--- src/rtl/pace_pkg.sv ---
package pace_pkg;

    // Progress of header parsing for the current picture
    typedef struct packed {
        logic pic;   // picture start seen
        logic slc;   // first slice start seen
        logic hdr;   // header processing finished
    } trk_t;

    // Host control state
    typedef struct packed {
        logic fast;  // stepping pacing selected
        logic step;  // single step pending
    } ctl_t;

    // Output register
    typedef struct packed {
        logic proceed;
    } out_t;

endpackage

--- src/rtl/pace_track.sv ---
module pace_track
    import pace_pkg::*;
(
    input  logic clk,
    input  logic rst_n,
    input  logic pic_start_i,
    input  logic slice_start_i,
    input  logic hdr_done_i,
    input  logic release_i,
    output logic armed_o
);

    trk_t trk_d, trk_q;
    logic armed;

    assign armed   = trk_q.pic & trk_q.slc & trk_q.hdr;
    assign armed_o = armed;

    always_comb begin
        trk_d = trk_q;
        if (armed) begin
            // Waiting at the gate: parser events are ignored
            if (release_i) begin
                trk_d = '0;
            end
        end else if (pic_start_i) begin
            // A new picture start restarts tracking
            trk_d.pic = 1'b1;
            trk_d.slc = 1'b0;
            trk_d.hdr = 1'b0;
        end else if (trk_q.pic) begin
            if (slice_start_i) begin
                trk_d.slc = 1'b1;
            end
            if (hdr_done_i) begin
                trk_d.hdr = 1'b1;
            end
        end
    end

    always_ff @(posedge clk or negedge rst_n) begin
        if (!rst_n) begin
            trk_q <= '0;
        end else begin
            trk_q <= trk_d;
        end
    end

endmodule

--- src/rtl/pace_ctl.sv ---
module pace_ctl
    import pace_pkg::*;
#(
    parameter int CTL_W    = 2,
    parameter int MODE_BIT = 0,
    parameter int STEP_BIT = 1
) (
    input  logic             clk,
    input  logic             rst_n,
    input  logic             wr_i,
    input  logic [CTL_W-1:0] wdata_i,
    input  logic             consume_i,
    output logic             fast_o,
    output logic             step_o
);

    ctl_t ctl_d, ctl_q;
    logic set_step;

    assign set_step = wr_i & wdata_i[STEP_BIT];
    assign fast_o   = ctl_q.fast;
    assign step_o   = ctl_q.step;

    always_comb begin
        ctl_d = ctl_q;
        if (wr_i) begin
            ctl_d.fast = wdata_i[MODE_BIT];
        end
        // A write in the consuming cycle re-arms the step
        ctl_d.step = (ctl_q.step & ~consume_i) | set_step;
    end

    always_ff @(posedge clk or negedge rst_n) begin
        if (!rst_n) begin
            ctl_q <= '0;
        end else begin
            ctl_q <= ctl_d;
        end
    end

endmodule

--- src/rtl/pace_decide.sv ---
module pace_decide (
    input  logic armed_i,
    input  logic fast_i,
    input  logic step_i,
    input  logic vsync_i,
    output logic go_o,
    output logic consume_o
);

    always_comb begin
        go_o      = 1'b0;
        consume_o = 1'b0;
        if (armed_i) begin
            if (fast_i) begin
                go_o      = step_i;
                consume_o = step_i;
            end else begin
                go_o      = vsync_i;
            end
        end
    end

endmodule

--- src/rtl/pace_gate.sv ---
module pace_gate
    import pace_pkg::*;
#(
    parameter int CTL_W    = 2,
    parameter int MODE_BIT = 0,
    parameter int STEP_BIT = 1
) (
    input  logic             clk,
    input  logic             rst_n,
    input  logic             vsync_i,
    input  logic             pic_start_i,
    input  logic             slice_start_i,
    input  logic             hdr_done_i,
    input  logic             ctl_wr_i,
    input  logic [CTL_W-1:0] ctl_wdata_i,
    output logic             proceed_o
);

    logic armed;
    logic fast;
    logic step;
    logic go;
    logic consume;
    out_t out_d, out_q;

    pace_track u_track (
        .clk           (clk),
        .rst_n         (rst_n),
        .pic_start_i   (pic_start_i),
        .slice_start_i (slice_start_i),
        .hdr_done_i    (hdr_done_i),
        .release_i     (go),
        .armed_o       (armed)
    );

    pace_ctl #(
        .CTL_W    (CTL_W),
        .MODE_BIT (MODE_BIT),
        .STEP_BIT (STEP_BIT)
    ) u_ctl (
        .clk       (clk),
        .rst_n     (rst_n),
        .wr_i      (ctl_wr_i),
        .wdata_i   (ctl_wdata_i),
        .consume_i (consume),
        .fast_o    (fast),
        .step_o    (step)
    );

    pace_decide u_decide (
        .armed_i   (armed),
        .fast_i    (fast),
        .step_i    (step),
        .vsync_i   (vsync_i),
        .go_o      (go),
        .consume_o (consume)
    );

    always_comb begin
        out_d         = out_q;
        out_d.proceed = go;
    end

    always_ff @(posedge clk or negedge rst_n) begin
        if (!rst_n) begin
            out_q <= '0;
        end else begin
            out_q <= out_d;
        end
    end

    assign proceed_o = out_q.proceed;

endmodule

--- config.mk ---
export PLATFORM = sky130hd
export DESIGN_NAME = pace_gate
export DESIGN_NICKNAME = d
export VERILOG_FILES = /design/src/rtl/pace_pkg.sv /design/src/rtl/pace_track.sv /design/src/rtl/pace_ctl.sv /design/src/rtl/pace_decide.sv /design/src/rtl/pace_gate.sv
export SDC_FILE = /design/constraint.sdc
export NUM_CORES = 1
export LEC_CHECK = 0
export BUFFER_PORTS_ARGS = -buffer_cell sky130_fd_sc_hd__buf_2
export CORE_AREA = 3 3 40 42
export CTS_CLUSTER_DIAMETER = 60
export DETAILED_ROUTE_END_ITERATION = 7
export DIE_AREA = 0 0 43 45
export PLACE_DENSITY_LB_ADDON = 0.3
export SYNTH_ARGS = -nofsm -noshare
export SYNTH_HDL_FRONTEND = slang
export SYNTH_HIERARCHICAL = 1
export SYNTH_SLANG_ARGS = --single-unit
--- constraint.sdc ---
create_clock -name clk -period 1.3 [get_ports clk]
set_input_delay 0.065 -clock clk [delete_from_list [all_inputs] [get_ports clk]]
set_output_delay 0.065 -clock clk [all_outputs]
set_load 0.01 [all_outputs]
# [Yosys cells after proc, flatten, opt, wreduce, memory -nomap -nowiden]
# Cells that the tools add are included.
[word_totals] register_bits=6 latch_bits=0 ramBits=0 mem_bits_ro=0 input_bits=9 out_inout_bits=1 wordCells=31 n_memories=0
[classes] n_addsub=0 mul=0 n_div=0 n_lt_le_gt_ge=0 n_eq_ne=1 shift=0 muxes=11 bitwise_logic=6 reduce_logical=7
[op_table] op="3-bit nonzero test" count=3
[op_table] op="1-bit 2-to-1 mux" count=7
[op_table] op="3-bit 2-to-1 mux" count=2
[op_table] op="3-bit AND reduction" count=2
[op_table] op="1-bit AND" count=4
[op_table] op="2-bit 2-to-1 mux" count=2
[op_table] op="2-bit by 1-bit != test with 1-bit output, second input constant" count=1
[op_table] op="2-bit AND reduction" count=1
[op_table] op="2-bit nonzero test" count=1
[op_table] op="1-bit NOT" count=1
[op_table] op="1-bit bitwise OR" count=1

# [Depth between registers and ports, before layout]
# Gate-level depths: netlist of the first run.
[logic_depth] word_depth=6 ltp_mapped=4 mapped_depth_nobuf=4

# [Modules after synthesis]
# Netlist of the first run, hierarchy kept.
[by_module_without_submodules] mod="pace_track" instances=1 cells_each=17 area_each_um2=161.4 seq_area_each_um2=75.1
[by_module_without_submodules] mod="pace_ctl" instances=1 cells_each=6 area_each_um2=77.6 seq_area_each_um2=50.0
[by_module_without_submodules] mod="pace_gate" instances=1 cells_each=1 area_each_um2=25.0 seq_area_each_um2=25.0
[by_module_without_submodules] mod="pace_decide" instances=1 cells_each=3 area_each_um2=23.8 seq_area_each_um2=0.0

# [Worst setup path after synthesis of the first run]
# No wires, ideal clock.
[synth_timing] kind="register to register" from="reg u_track/trk_q[2] in the netlist's numbering" to="reg u_track/trk_q[0] in the netlist's numbering" setup_time_ps=118 t_arrival_ps=1040 required_ps=1182 path_slack_ps=142 stages_incl_launch_ff=5 n_path_buf=0 period_less_slack_ps=1158 cell_sequence="dfrtp_1 > and3_1 > nor2b_1 > o32ai_1 > a21o_1"
[synth_via] elab_chain_len=5 word_cells_on_any_way=8 classes_between="eq/ne (1); mux (2); bitwise (2); reduce/logical (3)"
[synth_rtl] element="start: declaration" line_no="pace_track.sv:13" source="trk_t trk_d, trk_q;"
[synth_rtl] element="start signal: assignment" line_no="pace_track.sv:45" source="trk_q <= trk_d;"
[synth_rtl] element="1-bit AND (2 in series)" line_no="pace_track.sv:16" source="assign armed = trk_q.pic & trk_q.slc & trk_q.hdr;"
[synth_rtl] element="named net armed" line_no="pace_gate.sv:19" source="logic armed;"
[synth_rtl] element="1-bit 2-to-1 mux" line_no="pace_decide.sv:13" source="if (armed_i) begin"
[synth_rtl] element="named net go" line_no="pace_gate.sv:22" source="logic go;"
[synth_rtl] element="2-bit by 1-bit != test with 1-bit output (no source line)"
[synth_rtl] element="3-bit AND reduction (no source line)"
# The timed path passes the listed nets, and every way through them passes these cells.
# A chain may end at the register's enable or synchronous reset.

# [Worst setup path after layout of the first run]
[layout_timing] from="reg u_ctl.ctl_q, in the netlist u_ctl/fast_o" to="reg u_track/trk_q[0] in the netlist's numbering"
[layout_via] elab_chain_len=4
[layout_rtl] element="start: declaration" line_no="pace_ctl.sv:17" source="ctl_t ctl_d, ctl_q;"
[layout_rtl] element="start signal: assignment" line_no="pace_ctl.sv:37" source="ctl_q <= ctl_d;"
[layout_rtl] element="1-bit 2-to-1 mux" line_no="pace_decide.sv:14" source="if (fast_i) begin"
[layout_rtl] element="1-bit 2-to-1 mux" line_no="pace_decide.sv:13"
[layout_rtl] element="named net go" line_no="pace_gate.sv:22"
[layout_rtl] element="2-bit by 1-bit != test with 1-bit output (no source line)"
[layout_rtl] element="3-bit AND reduction (no source line)"
# The timed path passes the listed nets, and every way through them passes these cells.

==> results.ini, run 1 <==
[power]
power.total_mw=0.6723
power_density_mw_per_mm2=1643
p_sw_frac=0.2896
p_sw_mw=0.1947
leakagePower_nw=0.2211
power.internal_mw=0.4776
power_frac_comb=0.353
seqPwrFrac=0.394
vdd_drop_max_mv=0.4787
clockPowerShare=0.253

[cells_and_area]
layout.cells.non_filler=58
diodes=0
nFillCells=146
syn_to_final_growth_pct=42.17
final_util=0.3184
drive_above_1_share=0.4419
multi_input_area_sq_um=121.4
nets=54
seqCellArea_sq_um=150.1

[yosys]
yosysMostFrequentCell=dfrtp_1
synth_edf_count=0
syn_inst=27
synthArstFlopShare=1.000
synth_ff_type=dfrtp_1
synth_nets=36
syn_area_sq_um=287.8
ys.warnings.count=6
synth_top_area_cell=dfrtp_1
synth-seq-area-share=0.5217
ys_types=13
syn_area_per_cell_sq_um=10.66
synth_seq_cells=6
synth_top_area_share=0.5217
synthTopCellsByArea=dfrtp_1 (52%), inv_1 (6.5%), o32ai_1 (6.1%)
yosys-top-cells-count=dfrtp_1 (6), inv_1 (5), nand2_1 (3)

[sta]
fmaxAchievable_mhz=896.3
tightest_slew_ns=0.2271
setup_ws_ns=0.1843
skew_ns=0.009252
drv_slew=0
rsz0062_at_grt=no
finalHoldViolCount=0
finalSetupTns_ns=0
timing.max_slew.rel_slack=0.8482
period_needed_ns=1.116
fin_crit_sh=0.8582
setup_viol=0

[run_status]
status=finished, final reports clean

[critical_path]
reg2reg_from=u_ctl/fast_o$_DFFE_PN0P_
path_cells=mux2i_1 > nor2b_2 > o32ai_1 > a21o_1
slowest_delay_ns=0.40
r2r_setup_slack_ns=0.18
crit_buf_inv=0
r2r_end=u_track/trk_q[0]$_DFFE_PN0P_
r2r_cells=4
critPathKind=reg2reg
cp_top_family=flip-flops
cp_max_fo=4
cp.required_ns=1.42
end_kind=flop
slowest_stage=dfrtp_1
start_kind=flop
crit_arrival_ns=1.24
path_depth=4

[routing]
detail_route.wl_per_cell_um=9.328
drc=0
wl_um=541
dr.first_iter.drc_count=0
via_per_inst=4.190
ant_nets=0
firstDrtPassIters=1
dr_total_vias=243

[placed_design]
port_buffers=9
dp_cells=54
place_ws_ns=0.1148
gp_congestion=0.6435
place_hpwl_um=425.9

[min_path]
worstHoldStart=ctl_wdata_i[1]
hold_path_end=u_ctl/step_o$_DFF_PN0_
hold_class=in2reg
min_path_cells=3

[global_routing]
grt_start_max_net_pins=7
grt_pass1_wl_um=807
busiest_layer=met2
grt_use_total=0.06711
use_met3=0.05976
grt_util_met2=0.09880
antenna_found_initial=0
grt_pass1_vias=224
grt_util_met1=0.05665
gr-total-overflow=0

[clocking]
cts_sinks=6
clk_latency_ns=0.24
clkTransAtPathRegs_ns=0.05
cts_buffers=3
root_buffer=clkbuf_4
clockBufferDepth=2
cts_max_level=1
cts_tree=built

[floorplan]
dieHeight_um=45
chipWidth_um=43
rows=13
core-area_sq_mm=0.001285
start_util=0.2240
num_io_pins=10
dieArea_sq_mm=0.001935

[run]
max_cap_viol_count=0

worst register-to-register path: cells and delay by family, from the launching register on:
family           cells  cell delay (ns)
multiplexers         1             0.14
AND/OR/NAND/NOR      1             0.18
flip-flops           1             0.40
AO/OA/AOI/OAI        2             0.29
cells by family after synthesis:
family,Yosys count,share of synthesized area
multiplexers,2,0.08694
AO/OA/AOI/OAI,8,0.2174
buffers and inverters,5,0.06522
AND/OR/NAND/NOR,6,0.1087
flip-flops,6,0.5217
sequential cells by signal (all words and copies together) (netlist names):
| register | flops |
|---|---|
| u_track/trk_q | 3 |
| proceed_o | 1 |
| u_ctl/fast_o | 1 |
| u_ctl/step_o | 1 |
metal layers:
metal  vias to the layer above  wire, um
li1                        130         -
met1                       108       224
met2                         5       272
met3                         0        45
met4                         0         0
met5                         -         0
metrics by stage:
step                instance area [sq um]  hold WS [ns]
floorplan                           287.8       -0.2306
global placement                    374.1       -0.1033
detailed placement                  374.1       -0.1030
CTS                                 406.6       0.03763
global route                        409.1       0.05074
finish                              409.1       0.03799
layout by cell type, fill, tap and decap left out, drive strengths merged:
master,n
dlygate4sd3,1
nand2,3
o32ai,2
a211oi,2
mux2,1
clkbuf,3
a21o,2
dfrtp,6
nor2b,1
buf,12
o22a,1
o21ai,1
mux2i,1
inv,5
and3,2
cell type report:
cell class / count / share of cell area
Clock buffer: 3 / 0.05505
Inverter: 5 / 0.04587
Multi-Input combinational cell: 16 / 0.2966
Sequential cell: 6 / 0.3670
Tap cell: 15 / 0.04587
Timing Repair Buffer: 13 / 0.1896
power groups by stage:
stage / Combinational (mW) / Clock, mW / Sequential [mW]
CTS: 0.237 / 0.180 / 0.266
finish: 0.237 / 0.170 / 0.265
floorplan: 0.117 / 0 / 0.287
global route: 0.260 / 0.182 / 0.277
detailed placement: 0.234 / 0 / 0.268
global placement: 0.235 / 0 / 0.268
how the worst max path moves through the flow:
stage                                      start                           end  slack [ns]
finish                  u_ctl/fast_o$_DFFE_PN0P_  u_track/trk_q[0]$_DFFE_PN0P_        0.18
global route        u_track/trk_q[0]$_DFFE_PN0P_  u_track/trk_q[1]$_DFFE_PN0P_        0.10
CTS                     u_ctl/fast_o$_DFFE_PN0P_  u_track/trk_q[0]$_DFFE_PN0P_         0.1
detailed placement  u_track/trk_q[0]$_DFFE_PN0P_  u_track/trk_q[0]$_DFFE_PN0P_        0.11
global placement        u_ctl/fast_o$_DFFE_PN0P_  u_track/trk_q[1]$_DFFE_PN0P_        0.10
floorplan           u_track/trk_q[2]$_DFFE_PN0P_  u_track/trk_q[0]$_DFFE_PN0P_        0.14
timing repair:
| item | in CTS | in global routing |
|---|---|---|
| setup endpoints to repair | 0 | 1 |
| hold endpoints to repair | 6 | 0 |
| gates resized for setup | 0 | 1 |
| setup buffers | 0 | 0 |
| hold buffers | 1 | 0 |
Power figures use the tool's default switching activity.
==> run 2, diff against run 1 <==
- CELL_PAD_IN_SITES_DETAIL_PLACEMENT: unset -> 0
- CELL_PAD_IN_SITES_GLOBAL_PLACEMENT: unset -> 1
- CTS_BUF_LIST: unset -> sky130_fd_sc_hd__clkbuf_4 sky130_fd_sc_hd__clkbuf_8
- GPL_TIMING_DRIVEN: unset -> 0
==> run 2 against run 1 <==
Against the previous run: clock skew is 0.0023 ns lower; register-to-register slack got worse by 0.07 ns; core utilization decreased by 1.7 points; hold slack improved by 0.0060 ns; wire length up 1.5%; sequential share of layout area increased by 2.3 points; sequential power increased by 11%; count of clock-buffer cells in the layout unchanged; via count is 7.4% lower; first-iteration DRC count is 3 higher.
==> results.ini, run 2 (synthesis results as in run 1) <==
[global_routing]
grt_start_max_net_pins=8  ; was 7
grt_pass1_wl_um=807  ; unchanged
gr-total-overflow=0  ; unchanged
grt_pass1_vias=207  ; was 224
grt_use_total=0.06198  ; was 0.06711
antenna_found_initial=0  ; unchanged

[routing]
dr_total_vias=225  ; was 243
drc=0  ; unchanged
detail_route.wl_per_cell_um=9.982  ; was 9.328 um
wl_um=549  ; was 541 um
firstDrtPassIters=2  ; was 1
ant_nets=0  ; unchanged
via_per_inst=4.091  ; was 4.190
dr.first_iter.drc_count=3  ; was 0

[power]
leakagePower_nw=0.2065  ; was 0.2211 nW
vdd_drop_max_mv=0.4486  ; was 0.4787 mV
power_density_mw_per_mm2=1616  ; was 1643 mW/mm^2

[floorplan]
core-area_sq_mm=0.001285  ; unchanged
rows=13  ; unchanged
chipWidth_um=43  ; unchanged
num_io_pins=10  ; unchanged
start_util=0.2240  ; unchanged
dieArea_sq_mm=0.001935  ; unchanged
dieHeight_um=45  ; unchanged

[cells_and_area]
final_util=0.3019  ; was 0.3184
top_register=u_track/trk_q  ; unchanged
nets=51  ; was 54
nFillCells=138  ; was 146
syn_to_final_growth_pct=34.78  ; was 42.17%
fin_area_sq_um=387.9  ; was 409.1 sq um
drive_above_1_share=0.4250  ; was 0.4419
largest_reg_flops=3  ; unchanged
diodes=0  ; unchanged
layout.cells.non_filler=55  ; was 58
final_common_cell=buf_2  ; unchanged
final_cell_mix=buf_2 (9), dfrtp_1 (5), inv_1 (5), clkbuf_4 (3), nand2_1 (3)  ; was buf_2 (9), dfrtp_1 (6), inv_1 (5)

[critical_path]
critPathKind=reg2reg  ; unchanged
start_kind=flop  ; unchanged
cp_max_fo=5  ; was 4
crit_arrival_ns=1.31  ; was 1.24 ns
end_kind=flop  ; unchanged
cp.required_ns=1.42  ; about the same

[sta]
setup_viol=0  ; unchanged
period_needed_ns=1.187  ; was 1.116 ns
finalSetupTns_ns=0  ; unchanged
skew_ns=0.006941  ; was 0.009252 ns
tightest_slew_ns=0.2245  ; was 0.2271 ns
drv_slew=0  ; unchanged
finalHoldViolCount=0  ; unchanged
timing.max_slew.rel_slack=0.8499  ; was 0.8482
rsz0062_at_grt=no  ; unchanged
fmaxAchievable_mhz=842.4  ; was 896.3 MHz
fin_crit_sh=0.9132  ; was 0.8582
setup_ws_ns=0.1129  ; was 0.1843 ns

[clocking]
cts_sinks=6  ; unchanged
cts_max_level=1  ; unchanged
root_buffer=clkbuf_4  ; unchanged
clk_latency_ns=0.24  ; about the same
cts_tree=built  ; unchanged
cts_buffers=3  ; unchanged
clockBufferDepth=2  ; unchanged
clkTransAtPathRegs_ns=0.05  ; about the same

[placed_design]
place_ws_ns=-0.02138  ; was 0.1148 ns
port_buffers=9  ; unchanged
placed_cell_area_sq_um=351.6  ; was 374.1 sq um
gp_congestion=0.6844  ; was 0.6435
dp_cells=51  ; was 54

[run]
max_cap_viol_count=0  ; unchanged

[run_status]
status=finished, final reports clean  ; unchanged

[min_path]
hold_class=in2reg  ; unchanged

[run 2: cell count changes in the layout (fill, tap and decap cells not counted)]
cell     change
buf_4        -3
dfrtp_2      +1
dfrtp_1      -1
[run 2: path summary, 6_finish.rpt]
path	startpoint	to	slack, ns	cells past startpoint
hold / removal	ctl_wdata_i[1]	u_ctl/step_o$_DFF_PN0_	0.04	3
setup / recovery	u_track/trk_q[1]$_DFFE_PN0P_	u_track/trk_q[0]$_DFFE_PN0P_	0.11	4
setup reg to reg	u_track/trk_q[1]$_DFFE_PN0P_	u_track/trk_q[0]$_DFFE_PN0P_	0.11	4
max in group asynchronous	rst_n	u_track/trk_q[2]$_DFFE_PN0P_	0.96	2
hold reg to reg	u_track/trk_q[2]$_DFFE_PN0P_	u_track/trk_q[1]$_DFFE_PN0P_	0.55	1
min in group asynchronous	rst_n	proceed_o$_DFF_PN0_	0.17	2
[run 2: worst max-delay path, cell delays in order, from the launching register on]
cell and delay (ns):
dfrtp_1 0.40, and3_1 0.18, nor2b_2 0.21, o32ai_1 0.10, a21o_1 0.18
[run 2: power by group]
part / total, mW / switching (mW) / leakage [nW] / internal, mW
registers: 0.293 / 0.0507 / 0.0684 / 0.242
logic: 0.167 / 0.0730 / 0.124 / 0.0940
clock network: 0.167 / 0.0629 / 0.0138 / 0.104
total: 0.627 / 0.187 / 0.207 / 0.440
[run 2: per-layer routing]
layer | global-route usage | share of wire | vias up
met5 | 0 | 0 | -
met4 | 0.07229 | 0 | 0
met3 | 0.03984 | 0.097 | 0
met2 | 0.08084 | 0.41 | 8
met1 | 0.06127 | 0.49 | 95
li1 | - | - | 122
[run 2: stage by stage]
stage / total power, mW / hold slack (ns)
finish: 0.6270 / 0.04400
global route: 0.6726 / 0.05266
CTS: 0.6384 / 0.03416
detailed placement: 0.4555 / -0.1020
global placement: 0.4519 / -0.1069
floorplan: 0.4041 / -0.2306
[run 2: layout make-up]
cell class	count	area, sq um	area share
sequential	6	151.4	0.3903
multi-input combinational	16	121.4	0.3129
timing repair buffer	10	55.05	0.1419
clock buffer	3	22.52	0.05806
inverter	5	18.77	0.04839
tap	15	18.77	0.04839
[run 2: what timing repair did]
item                       4_1_cts  5_1_grt
setup buffers                    0        0
hold buffers                     1        0
gates resized for setup          1        1
setup endpoints to repair        2        2
hold endpoints to repair         6        0
==> run 3, diff against run 2 <==
- CTS_CLUSTER_DIAMETER: 60 -> unset
- GPL_TIMING_DRIVEN: 0 -> unset
==> run 3 against run 2 <==
Against the previous run: via count is 13% higher; non-clock buffer count grew 3; count of clock-buffer cells in the layout is the same; final cell count is 5.5% higher; wire length is 21% higher; clock skew fell by 0.0010 ns; critical path depth did not move; sequential power down 9.6%; global-route usage grew 2.8 points.
==> results.ini, run 3 (synthesis results as in run 1) <==
[run_status]
status=finished, final reports clean  ; unchanged

[clocking]
cts_tree=built  ; unchanged
cts_max_level=1  ; unchanged
cts_sinks=6  ; unchanged
clk_latency_ns=0.25  ; was 0.24 ns
cts_buffers=3  ; unchanged
clkTransAtPathRegs_ns=0.05  ; about the same
root_buffer=clkbuf_4  ; unchanged
clockBufferDepth=2  ; unchanged

[routing]
dr.first_iter.drc_count=7  ; was 3
firstDrtPassIters=2  ; unchanged
drc=0  ; unchanged
wl_um=664  ; was 549 um
ant_nets=0  ; unchanged
dr_total_vias=254  ; was 225
via_per_inst=4.379  ; was 4.091
detail_route.wl_per_cell_um=11.45  ; was 9.982 um

[critical_path]
cp.required_ns=1.43  ; was 1.42 ns
start_kind=flop  ; unchanged
cp_max_fo=4  ; was 5
slowest_stage=dfrtp_1  ; unchanged
slowest_delay_ns=0.40  ; about the same
crit_arrival_ns=1.27  ; was 1.31 ns
critPathKind=reg2reg  ; unchanged
end_kind=flop  ; unchanged
path_cells=mux2i_1 > nor2b_2 > o32ai_1 > a21o_1  ; was and3_1 > nor2b_2 > o32ai_1 > a21o_1

[sta]
finalSetupTns_ns=0  ; unchanged
tightest_slew_ns=0.2740  ; was 0.2245 ns
fin_crit_sh=0.8808  ; was 0.9132
timing.max_slew.rel_slack=0.8168  ; was 0.8499
drv_slew=0  ; unchanged
skew_ns=0.005915  ; was 0.006941 ns
setup_viol=0  ; unchanged
period_needed_ns=1.145  ; was 1.187 ns
rsz0062_at_grt=no  ; unchanged
finalHoldViolCount=0  ; unchanged
fmaxAchievable_mhz=873.3  ; was 842.4 MHz

[global_routing]
gr-total-overflow=0  ; unchanged
grt_pass1_wl_um=1207  ; was 807 um
grt_use_total=0.08977  ; was 0.06198
antenna_found_initial=0  ; unchanged
grt_start_max_net_pins=7  ; was 8
grt_pass1_vias=293  ; was 207

[cells_and_area]
nFillCells=147  ; was 138
final_common_cell=buf_2  ; unchanged
nets=54  ; was 51
multi_input_area_sq_um=121.4  ; unchanged
layout.cells.non_filler=58  ; was 55
syn_to_final_growth_pct=42.17  ; was 34.78%
drive_above_1_share=0.4419  ; was 0.4250
final_cell_mix=buf_2 (9), dfrtp_1 (6), inv_1 (5)  ; was buf_2 (9), dfrtp_1 (5), inv_1 (5), clkbuf_4 (3), nand2_1 (3)
top_register=u_track/trk_q  ; unchanged
largest_reg_flops=3  ; unchanged
seqCellArea_sq_um=150.1  ; was 151.4 sq um
diodes=0  ; unchanged

[placed_design]
place_hpwl_um=539
dp_cells=54  ; was 51
gp_congestion=0.6658  ; was 0.6844
port_buffers=9  ; unchanged

[power]
power.total_mw=0.6891  ; was 0.6270 mW
power_density_mw_per_mm2=1684  ; was 1616 mW/mm^2
vdd_drop_max_mv=0.6105  ; was 0.4486 mV
leakagePower_nw=0.2211  ; was 0.2065 nW

[floorplan]
core-area_sq_mm=0.001285  ; unchanged
num_io_pins=10  ; unchanged
dieArea_sq_mm=0.001935  ; unchanged
rows=13  ; unchanged
start_util=0.2240  ; unchanged
chipWidth_um=43  ; unchanged
dieHeight_um=45  ; unchanged

[min_path]
hold_class=in2reg  ; unchanged

[run]
max_cap_viol_count=0  ; unchanged

run 3: cell count changes in the layout (fill, tap and decap cells not counted):
cell     previous run  this run
dfrtp_2             1         0
buf_4               0         3
dfrtp_1             5         6
run 3: what timing repair did:
action | CTS | global route
hold buffers | 1 | 0
setup buffers | 0 | 0
setup endpoints to repair | 0 | 1
resized for setup | 0 | 1
hold endpoints to repair | 6 | 0
run 3: worst paths after layout:
path                                               start                      endpoint  slack [ns]  depth (start not counted)
worst min register to register    u_ctl/step_o$_DFF_PN0_        u_ctl/step_o$_DFF_PN0_        0.55                          2
worst max-delay path            u_ctl/fast_o$_DFFE_PN0P_  u_track/trk_q[0]$_DFFE_PN0P_        0.15                          4
min in group asynchronous                          rst_n           proceed_o$_DFF_PN0_        0.17                          2
worst max register to register  u_ctl/fast_o$_DFFE_PN0P_  u_track/trk_q[0]$_DFFE_PN0P_        0.15                          4
max in group asynchronous                          rst_n  u_track/trk_q[0]$_DFFE_PN0P_        0.98                          2
worst min-delay path                      ctl_wdata_i[1]        u_ctl/step_o$_DFF_PN0_        0.04                          3
run 3: layer usage:
layer,global-route usage,vias to the layer above,share of wire
li1,-,130,-
met1,0.09852,112,0.41
met2,0.1347,10,0.49
met3,0.03984,2,0.081
met4,0.07229,0,0.023
met5,0,-,0
run 3: area by class of cell:
type | instances | area share
flip-flops and latches | 6 | 0.3670
multi-input cells | 16 | 0.2966
repair buffers | 13 | 0.1896
clock buffers | 3 | 0.05505
inverters | 5 | 0.04587
well taps | 15 | 0.04587
run 3: through the flow:
stage / util / area, sq um / hold WS, ns / setup WS (ns)
finish: 0.3184 / 409.1 / 0.03602 / 0.1550
global route: 0.3184 / 409.1 / 0.04938 / 0.06977
CTS: 0.3165 / 406.6 / 0.03396 / 0.07915
detailed placement: 0.2911 / 374.1 / -0.1021 / 0.08478
global placement: 0.2911 / 374.1 / -0.1075 / 0.1488
floorplan: - / 287.8 / -0.2306 / 0.1421
run 3: worst max-delay path: cells and delay by family, from the launching register on:
| family | cells | cell delay, ns |
|---|---|---|
| simple gates | 1 | 0.18 |
| mux | 1 | 0.14 |
| flops | 1 | 0.40 |
| compound gates | 2 | 0.30 |
run 3: report_power, final:
group          switching, mW  internal (mW)
clock                 0.0683          0.105
combinational          0.119          0.133
sequential            0.0238          0.241
total                  0.211          0.478
